--- config.mk ---
export PLATFORM = sky130hd
export DESIGN_NAME = rtc_irq_unit
export DESIGN_NICKNAME = d
export VERILOG_FILES = /design/src/rtl/rtc_irq_pkg.sv /design/src/rtl/rtc_alarm_match.sv /design/src/rtl/rtc_flag_latch.sv /design/src/rtl/rtc_irq_unit.sv
export SDC_FILE = /design/constraint.sdc
export NUM_CORES = 1
export LEC_CHECK = 0
export BUFFER_PORTS_ARGS = -buffer_cell sky130_fd_sc_hd__buf_2
export CAP_MARGIN = 25
export CORE_MARGIN = 4
export CORE_UTILIZATION = 26
export DETAILED_ROUTE_END_ITERATION = 7
export PLACE_DENSITY = 0.75
export SLEW_MARGIN = 0
export SYNTH_ARGS = -nofsm -noshare
export SYNTH_HDL_FRONTEND = slang
export SYNTH_HIERARCHICAL = 1
export SYNTH_SLANG_ARGS = --single-unit
--- constraint.sdc ---
create_clock -name clk -period 1.02 [get_ports clk]
set_input_delay 0.102 -clock clk [delete_from_list [all_inputs] [get_ports clk]]
set_output_delay 0.102 -clock clk [all_outputs]
set_load 0.02 [all_outputs]
--- src/rtl/rtc_irq_pkg.sv ---
package rtc_irq_pkg;
  localparam int NUM_FLAGS = 3;
  localparam int FLG_UF    = 0;
  localparam int FLG_AF    = 1;
  localparam int FLG_PF    = 2;
  localparam int FLAG_LSB  = 4;

  // A byte with its two top bits set stands for "any value".
  function automatic logic is_any(input logic [7:0] b);
    return b[7] & b[6];
  endfunction
endpackage

--- src/rtl/rtc_alarm_match.sv ---
module rtc_alarm_match #(
  parameter int DW      = 8,
  parameter int NFIELDS = 3
) (
  input  logic [NFIELDS-1:0][DW-1:0] cur,
  input  logic [NFIELDS-1:0][DW-1:0] alm,
  output logic                       hit
);
  import rtc_irq_pkg::*;

  logic [NFIELDS-1:0] field_ok;

  for (genvar f = 0; f < NFIELDS; f++) begin : g_field
    always_comb begin
      field_ok[f] = (alm[f] == cur[f]) || is_any(alm[f][DW-1 -: 8]);
    end
  end

  assign hit = &field_ok;
endmodule

--- src/rtl/rtc_flag_latch.sv ---
module rtc_flag_latch #(
  parameter int NF = 3
) (
  input  logic          clk,
  input  logic          rst,
  input  logic [NF-1:0] set_ev,
  input  logic          clr,
  output logic [NF-1:0] flags
);
  logic [NF-1:0] flags_q;

  for (genvar k = 0; k < NF; k++) begin : g_flag
    always_ff @(posedge clk) begin
      if (rst)            flags_q[k] <= 1'b0;
      else if (set_ev[k]) flags_q[k] <= 1'b1;   // new event wins over clear
      else if (clr)       flags_q[k] <= 1'b0;
    end
  end

  assign flags = flags_q;

  p_event_sets_r10: assert property (@(posedge clk) disable iff (rst)
    set_ev[0] |=> flags[0]);
  p_read_clears_r9: assert property (@(posedge clk) disable iff (rst)
    (clr && set_ev == '0) |=> flags == '0);
  p_sticky_r6: assert property (@(posedge clk) disable iff (rst)
    !clr |=> ((flags & $past(flags)) == $past(flags)));
  p_tick_sets_r5: assert property (@(posedge clk) disable iff (rst)
    set_ev[NF-1] |=> flags[NF-1]);
endmodule

--- src/rtl/rtc_irq_unit.sv ---
module rtc_irq_unit #(
  parameter int DW = 8
) (
  input  logic          clk,
  input  logic          rst,
  input  logic          upd_done,
  input  logic          per_tick,
  input  logic [DW-1:0] time_sec,
  input  logic [DW-1:0] time_min,
  input  logic [DW-1:0] time_hour,
  input  logic [DW-1:0] alm_sec,
  input  logic [DW-1:0] alm_min,
  input  logic [DW-1:0] alm_hour,
  input  logic [2:0]    irq_en,
  input  logic          stat_rd,
  input  logic          stat_wr,
  output logic [7:0]    stat_c,
  output logic          irq_n
);
  import rtc_irq_pkg::*;

  localparam int NF = NUM_FLAGS;

  logic          alarm_hit;
  logic [NF-1:0] set_ev;
  logic [NF-1:0] flags;
  logic          irqf;

  rtc_alarm_match #(.DW(DW), .NFIELDS(3)) u_match (
    .cur ({time_hour, time_min, time_sec}),
    .alm ({alm_hour, alm_min, alm_sec}),
    .hit (alarm_hit)
  );

  always_comb begin
    set_ev         = '0;
    set_ev[FLG_UF] = upd_done;
    set_ev[FLG_AF] = upd_done & alarm_hit;
    set_ev[FLG_PF] = per_tick;
  end

  rtc_flag_latch #(.NF(NF)) u_flags (
    .clk    (clk),
    .rst    (rst),
    .set_ev (set_ev),
    .clr    (stat_rd),
    .flags  (flags)
  );

  assign irqf   = |(flags & irq_en);
  assign stat_c = {irqf, flags, 4'b0000};
  assign irq_n  = ~irqf;

  p_alarm_sets_r3: assert property (@(posedge clk) disable iff (rst)
    (upd_done && alarm_hit) |=> stat_c[5]);
  p_update_sets_r2: assert property (@(posedge clk) disable iff (rst)
    upd_done |=> stat_c[4]);
  p_masked_quiet_r7: assert property (@(posedge clk) disable iff (rst)
    (irq_en == 3'b000) |-> irq_n);
  p_write_ignored_r11: assert property (@(posedge clk) disable iff (rst)
    (stat_wr && !stat_rd && !upd_done && !per_tick) |=> $stable(stat_c[6:4]));
endmodule

==> results.yml, run 1 <==
run_status:
  status: "finished, violations left"
  violations: "setup timing"
route:
  via_per_inst: 4.382
  postRouteAntennaNets: 0
  drc: 0
  wl_um: 1457
  drtPass1Iterations: 4
  vias: 596
  dr.first_iter.drc_count: 7
  wire_per_inst_um: 10.71
place:
  port_buffers: 60
  hpwl_um: 1328
  placed_cell_area_um2: 758.2
  gp_congestion: 0.6992
  dp.cells: 131
power_and_ir_drop:
  p_leak_nw: 0.4575
  p_per_area_mw_per_mm2: 741.6
  peakVddDrop_mv: 0.3449
hold_path:
  hp-start: "rst"
  hp-class: "in -> reg"
sta:
  setup_ws_ns: -0.1949
  whs_ns: 0.04816
  post-route-min-period_ns: 1.215
  skew_ns: 0
  hold_viol: 0
  clock.fmax_ghz: 0.8231
  rsz0062_at_grt: "true"
  fin_tns_setup_ns: -0.3875
  setup_viol: 2
  finalCritPeriodShare_pct: 119.1
  slew_violations: 0
grt:
  grt.overflow.total: 0
  antenna_found_initial: 0
  grt_max_degree: 4
  grt_pass1_wl_um: 2283
  grt_pass1_vias: 601
  grt_usage_pct: 11.72
finish:
  largest_reg_flops: 3
  final_nets: 178
  antennaDiodeCount: 0
  instances_no_fill: 136
  drive_gt1_share_pct: 60.00
  mostFrequentLayoutCell: "buf_2"
  final_area_um2: 827.0
  area_growth_pct: 85.15
  layout_common_cells: "buf_2 (57), xor2_1 (24), inv_1 (4), conb_1 (4), nor4_1 (4)"
setup_path:
  cp.required_ns: 0.92
  rrSetupSlack_ns: 0.34
  endpoint: "irq_n"
  cp_max_fo: 2
  slowest_stage: "a222oi_1"
  cp.arrival_ns: 1.11
  cp_slowest_stage_delay_ns: 0.34
  start_kind: "register"
  cp.depth: 2
  crit_chain: "a222oi_1 -> buf_2"
  path_buf_inv: 1
  reg2reg_to: "u_flags/flags[1]"
  reg2reg_depth: 3
  reg2reg_from: "u_flags/flags[1]"
  end_kind: "output port"
  worstSetupStartpoint: "u_flags/flags[1]"
  timing_worst_setup_path_type: "reg -> out"
  crit_family: "compound AO/OA/AOI/OAI gates"
clock_tree:
  cts_sinks: 3
  hold_buffers: 0
  clk_pin_slew_ns: 0.04
  root_buffer: "clkbuf_4"
  cts_max_path_buffers: 2
  cts-buffers-inserted: 3
  insertion_delay_ns: 0.23
  htree_levels: 1
  cts_tree: "built"
yosys:
  ys_warn_count: 6
  ys_ff_latch: 3
  netlist_instances: 55
  synth.distinct_cells: 12
  yosysSeqAreaShare_pct: 13.45
  synth_area_um2: 446.7
  syn_area_per_cell_um2: 8.121
die:
  start_util_pct: 28.65
  io_pins: 66
  die_h_um: 49.45
  die_w_um: 49.45
  coreArea_mm2: 0.001559
  dieArea_mm2: 0.002445
  fp-row-count: 14
job:
  drv_cap: 0
## per-stage QoR
step           utilization, %  setup WS (ns)  power [mW]
6_report                53.05        -0.1949      0.6133
5_1_grt                 53.05        -0.2663      0.6603
4_1_cts                 51.20        -0.2184      0.6148
3_5_place_dp            48.64        -0.2993      0.3921
3_3_place_gp            48.64        -0.2821      0.3828
2_1_floorplan               -        -0.4235      0.2580
## area by class of cell
cell class	count	area (µm²)
multi-input combinational	46	361.6
tap	16	20.02
fill	156	732.0
clock buffer	4	26.28
timing repair buffer	63	341.6
inverter	4	15.01
sequential	3	62.56
## power by group
part	switching [mW]	leakage, nW	internal, mW
clock	0.0607	0.0150	0.147
sequential	0.00362	0.0255	0.124
combinational	0.128	0.417	0.151
## cell families after synthesis
logic type / Yosys count / share of synthesized area, %
XOR/XNOR: 24 / 47.06
AND/OR/NAND/NOR: 11 / 16.25
buffers and inverters: 9 / 11.76
AO/OA/AOI/OAI: 7 / 10.64
flip-flops: 3 / 13.45
other: 1 / 0.8395
## cell usage after synthesis, drive strengths merged
master / instances / share of area (%)
xor2: 24 / 47
nor4: 6 / 8.4
buf: 5 / 8.4
inv: 4 / 3.4
a21oi: 3 / 3.4
a22oi: 3 / 5.0
dfxtp: 3 / 13
nand2b: 3 / 4.2
a222oi: 1 / 2.2
and2: 1 / 1.4
conb: 1 / 0.84
nor3: 1 / 2.2
## worst min path at each step
stage,slack [ns],cells past startpoint,to
after floorplan,0.16,1,u_flags/flags[1]
after global placement,0.29,2,u_flags/flags[1]
after detailed placement,0.29,2,u_flags/flags[2]
after CTS,0.04,2,u_flags/flags[2]
after global routing,0.05,2,u_flags/flags[1]
final,0.05,2,u_flags/flags[1]
## timing repair
action	CTS	global route
setup buffers	1	0
resized for setup	2	5
pin swaps	3	7
setup endpoints to repair	3	3
## routing by layer
metal	track usage, %	wire length [µm]	vias up
met4	5.069	12	0
met1	10.77	435	256
met5	0	0	-
met3	3.916	155	2
li1	-	-	306
met2	22.99	854	32
(Power assumes the default switching activity.)
==> run 2, diff against run 1 <==
- CORE_MARGIN: 4 -> unset
- TNS_END_PERCENT: unset -> 1
==> run 2 against run 1 <==
Effect of this change:
- the flow finishes with violations (DRC, setup timing)
- register-to-register slack better by 0.08 ns
- global-route usage is 0.87 points higher
- via count is 2.5% lower
- sequential power hardly changed
- combinational power is 5% lower
- clock skew stayed put
- fmax is 2.4% lower
- wire length is 18% lower
- critical path type unchanged
- largest cell class unchanged
- critical endpoint unchanged
- first-iteration DRC count is 57% higher
==> results.yml, run 2 (synthesis results as in run 1) <==
run_status:
  status: "finished, violations left"
  violations: "DRC, setup timing"
power_and_ir_drop:
  power_frac_comb_pct: 43.5
  power_frac_seq_pct: 20.9
  p_clk_share_pct: 35.5
  p_int_mw: 0.4159
  p_leak_nw: 0.4551
  p_per_area_mw_per_mm2: 761.5
  swShare_pct: 31.69
  peakVddDrop_mv: 0.2981
  power.total_mw: 0.6088
  p_switching_mw: 0.1929
die:
  fp-row-count: 14
  coreArea_mm2: 0.001559
  start_util_pct: 28.65
  io_pins: 66
  dieArea_mm2: 0.001888
  die_h_um: 43.45
  die_w_um: 43.45
clock_tree:
  insertion_delay_ns: 0.24
  cts_tree: "built"
  root_buffer: "clkbuf_4"
  cts_resized: 0
  htree_levels: 1
  postCtsSetupBuffers: 0
  cts_max_path_buffers: 2
  cts_sinks: 3
  clk_pin_slew_ns: 0.04
  cts-buffers-inserted: 3
  hold_buffers: 0
finish:
  instances_no_fill: 137
  final_nets: 179
  layout_common_cells: "buf_2 (60), xor2_1 (24), nor4_1 (6)"
  drive_gt1_share_pct: 57.85
  fill_cells: 168
  final_core_util_pct: 51.28
  final_area_um2: 799.5
  mostFrequentLayoutCell: "buf_2"
  area_growth_pct: 78.99
  largest_reg_flops: 3
  antennaDiodeCount: 0
setup_path:
  cp.required_ns: 0.92
  timing_worst_setup_path_type: "reg -> out"
  start_kind: "register"
  end_kind: "output port"
  rrSetupSlack_ns: 0.42
  cp_max_fo: 3
  cp.arrival_ns: 1.14
route:
  drtPass1Iterations: 6
  dr.first_iter.drc_count: 11
  postRouteAntennaNets: 0
  wire_per_inst_um: 8.723
  via_per_inst: 4.241
  wl_um: 1195
  drc: 9
  vias: 581
place:
  gp_congestion: 0.6416
  port_buffers: 60
  dp.cells: 133
  placed_cell_area_um2: 773.2
  post-place-ws_ns: -0.2927
  hpwl_um: 1065
grt:
  grt_pass1_vias: 507
  grt_usage_pct: 12.59
  grt_pass1_wl_um: 1766
  grt.overflow.total: 0
  grt_max_degree: 4
  antenna_found_initial: 0
sta:
  fin_tns_setup_ns: -0.4732
  skew_ns: 0
  rsz0062_at_grt: "true"
  hold_viol: 0
  slew_violations: 0
  post-route-min-period_ns: 1.245
  setup_viol: 3
  finalCritPeriodShare_pct: 122.1
  setup_ws_ns: -0.2253
  whs_ns: 0.04232
  clock.fmax_ghz: 0.8030
hold_path:
  hp-class: "in -> reg"
job:
  drv_cap: 0
-- run 2: cell types whose count changed in the layout (fill, tap and decap cells not counted), sizes merged --
cell	before	now
buf	63	64
-- run 2: power by group through the flow --
stage / clock network [mW] / logic [mW] / registers, mW
detailed placement: 0 / 0.266 / 0.129
CTS: 0.231 / 0.268 / 0.128
floorplan: 0 / 0.122 / 0.136
global route: 0.236 / 0.291 / 0.128
global placement: 0 / 0.259 / 0.129
finish: 0.216 / 0.265 / 0.128
-- run 2: critical path, stage by stage (launching register included) --
cell      delay (ns)
dfxtp_2         0.32
a222oi_1        0.35
buf_2           0.23
-- run 2: worst paths after layout --
kind                                        from               end  depth (start not counted)
worst max-delay path            u_flags/flags[1]             irq_n                          2
worst min-delay path                         rst  u_flags/flags[2]                          2
worst max register to register  u_flags/flags[0]  u_flags/flags[0]                          2
worst min register to register  u_flags/flags[2]  u_flags/flags[2]                          2
-- run 2: cell type report --
class	count	area [µm²]	share of cell area, %
Timing Repair Buffer	64	330.3	41.31
Sequential cell	3	62.56	7.825
Tap cell	16	20.02	2.504
Multi-Input combinational cell	46	345.3	43.19
Clock buffer	4	26.28	3.286
Inverter	4	15.01	1.878
-- run 2: routing by layer --
| metal | global-route usage (%) | share of wire (%) |
|---|---|---|
| met2 | 24.24 | 52 |
| met4 | 5.625 | 0 |
| met5 | 0 | 0 |
| met1 | 11.14 | 37 |
| met3 | 5.417 | 10 |
==> run 3, diff against run 2 <==
- SETUP_SLACK_MARGIN: unset -> 0.4
==> run 3 against run 2 <==
Effect of this change:
- the run still ends with DRC, setup timing left
- setup slack worse by 0.029 ns
- sequential cell count unchanged
- clock skew did not move
- register-to-register slack about the same
- power grew 1.4%
- sequential power about the same
- utilization up 0.88 points
- cell count stayed put
- critical path depth is the same
- critical path type unchanged
==> results.yml, run 3 (synthesis results as in run 1) <==
run_status:
  status: "finished, violations left"
  violations: "DRC, setup timing"
finish:
  drive_gt1_share_pct: 58.68
  final_area_um2: 813.3
  instances_no_fill: 137
  final_nets: 179
  area_growth_pct: 82.07
  antennaDiodeCount: 0
  mostFrequentLayoutCell: "buf_2"
  largest_reg_flops: 3
  final_core_util_pct: 52.17
  layout_common_cells: "buf_2 (58), xor2_1 (24), nor4_1 (6)"
clock_tree:
  root_buffer: "clkbuf_4"
  htree_levels: 1
  cts_sinks: 3
  cts-buffers-inserted: 3
  cts_max_path_buffers: 2
  insertion_delay_ns: 0.24
  clk_pin_slew_ns: 0.04
  postCtsSetupBuffers: 0
  cts_tree: "built"
  hold_buffers: 0
route:
  drc: 9
  postRouteAntennaNets: 0
  via_per_inst: 4.285
  vias: 587
  wl_um: 1224
  dr.first_iter.drc_count: 13
  wire_per_inst_um: 8.934
  drtPass1Iterations: 7
grt:
  grt.overflow.total: 0
  antenna_found_initial: 0
  grt_pass1_vias: 514
  grt_max_degree: 4
  grt_pass1_wl_um: 1794
  grt_usage_pct: 12.76
sta:
  setup_viol: 3
  setup_ws_ns: -0.2547
  slew_violations: 0
  finalCritPeriodShare_pct: 125.0
  post-route-min-period_ns: 1.275
  hold_viol: 0
  fin_tns_setup_ns: -0.5302
  clock.fmax_ghz: 0.7845
  rsz0062_at_grt: "true"
  skew_ns: 0
place:
  port_buffers: 60
  hpwl_um: 1065
  gp_congestion: 0.6416
  dp.cells: 133
  placed_cell_area_um2: 773.2
setup_path:
  cp_max_fo: 3
  cp.required_ns: 0.92
  crit_chain: "a222oi_1 -> buf_2"
  path_buf_inv: 1
  slowest_stage: "a222oi_1"
  end_kind: "output port"
  reg2reg_from: "u_flags/flags[1]"
  cp.arrival_ns: 1.17
  timing_worst_setup_path_type: "reg -> out"
  start_kind: "register"
  rrSetupSlack_ns: 0.43
  crit_family: "compound AO/OA/AOI/OAI gates"
  reg2reg_to: "u_flags/flags[1]"
  cp_slowest_stage_delay_ns: 0.38
  reg2reg_depth: 2
die:
  coreArea_mm2: 0.001559
  start_util_pct: 28.65
  fp-row-count: 14
  io_pins: 66
  die_h_um: 43.45
  dieArea_mm2: 0.001888
  die_w_um: 43.45
hold_path:
  whs_path_depth: 2
  hp-class: "in -> reg"
  min_to: "u_flags/flags[2]"
  hp-start: "rst"
job:
  drv_cap: 0
power_and_ir_drop:
  p_leak_nw: 0.4581
  p_per_area_mw_per_mm2: 759.4
  peakVddDrop_mv: 0.2983
## run 3: cell types whose count changed in the layout (fill, tap and decap cells not counted)
cell / previous run / this run
buf_2: 60 / 58
buf_6: 0 / 2
dfxtp_1: 1 / 0
dfxtp_2: 2 / 3
## run 3: routing by layer
layer / global-route usage, % / share of wire, % / routed length (µm)
met1: 11.14 / 37 / 457
met2: 24.85 / 53 / 645
met3: 5.417 / 9.9 / 121
met5: 0 / 0 / 0
met4: 5.625 / 0 / 0
## run 3: cell type report
cell class | count | area (µm²)
sequential | 3 | 63.81
multi-input combinational | 46 | 345.3
clock buffer | 4 | 26.28
tap | 16 | 20.02
inverter | 4 | 15.01
fill | 164 | 745.7
timing repair buffer | 64 | 342.8
## run 3: power breakdown
| part | switching (mW) | internal, mW |
|---|---|---|
| sequential | 0.00488 | 0.125 |
| combinational | 0.121 | 0.151 |
| clock | 0.0696 | 0.147 |
## run 3: stage by stage
step,power (mW),worst slack [ns],hold slack [ns]
after floorplan,0.2580,-0.4235,0.1637
after global placement,0.3881,-0.2825,0.2898
after detailed placement,0.3955,-0.2927,0.2853
after CTS,0.6316,-0.2397,0.02733
after global routing,0.6626,-0.3225,0.04494
final,0.6176,-0.2547,0.04189
## run 3: worst max-delay path by stage
stage / start / end / slack (ns) / cells past startpoint
6_report: u_flags/flags[1] / irq_n / -0.25 / 2
5_1_grt: u_flags/flags[1] / irq_n / -0.32 / 2
4_1_cts: u_flags/flags[1] / irq_n / -0.24 / 2
3_5_place_dp: time_hour[6] / u_flags/flags[1] / -0.29 / 8
3_3_place_gp: time_hour[6] / u_flags/flags[1] / -0.28 / 8
2_1_floorplan: u_flags/flags[1] / stat_c[7] / -0.42 / 3
## run 3: worst reg2reg max path, delay by kind of cell, from the launching register on
family             cells  cell delay [ns]
AOI/OAI and AO/OA      1             0.13
and+or+nand+nor        1             0.06
DFF                    1             0.33
## run 3: what timing repair did
action	in CTS	in global routing
pin swaps	1	2
gates resized for setup	4	1
endpoints found under the setup margin	6	8
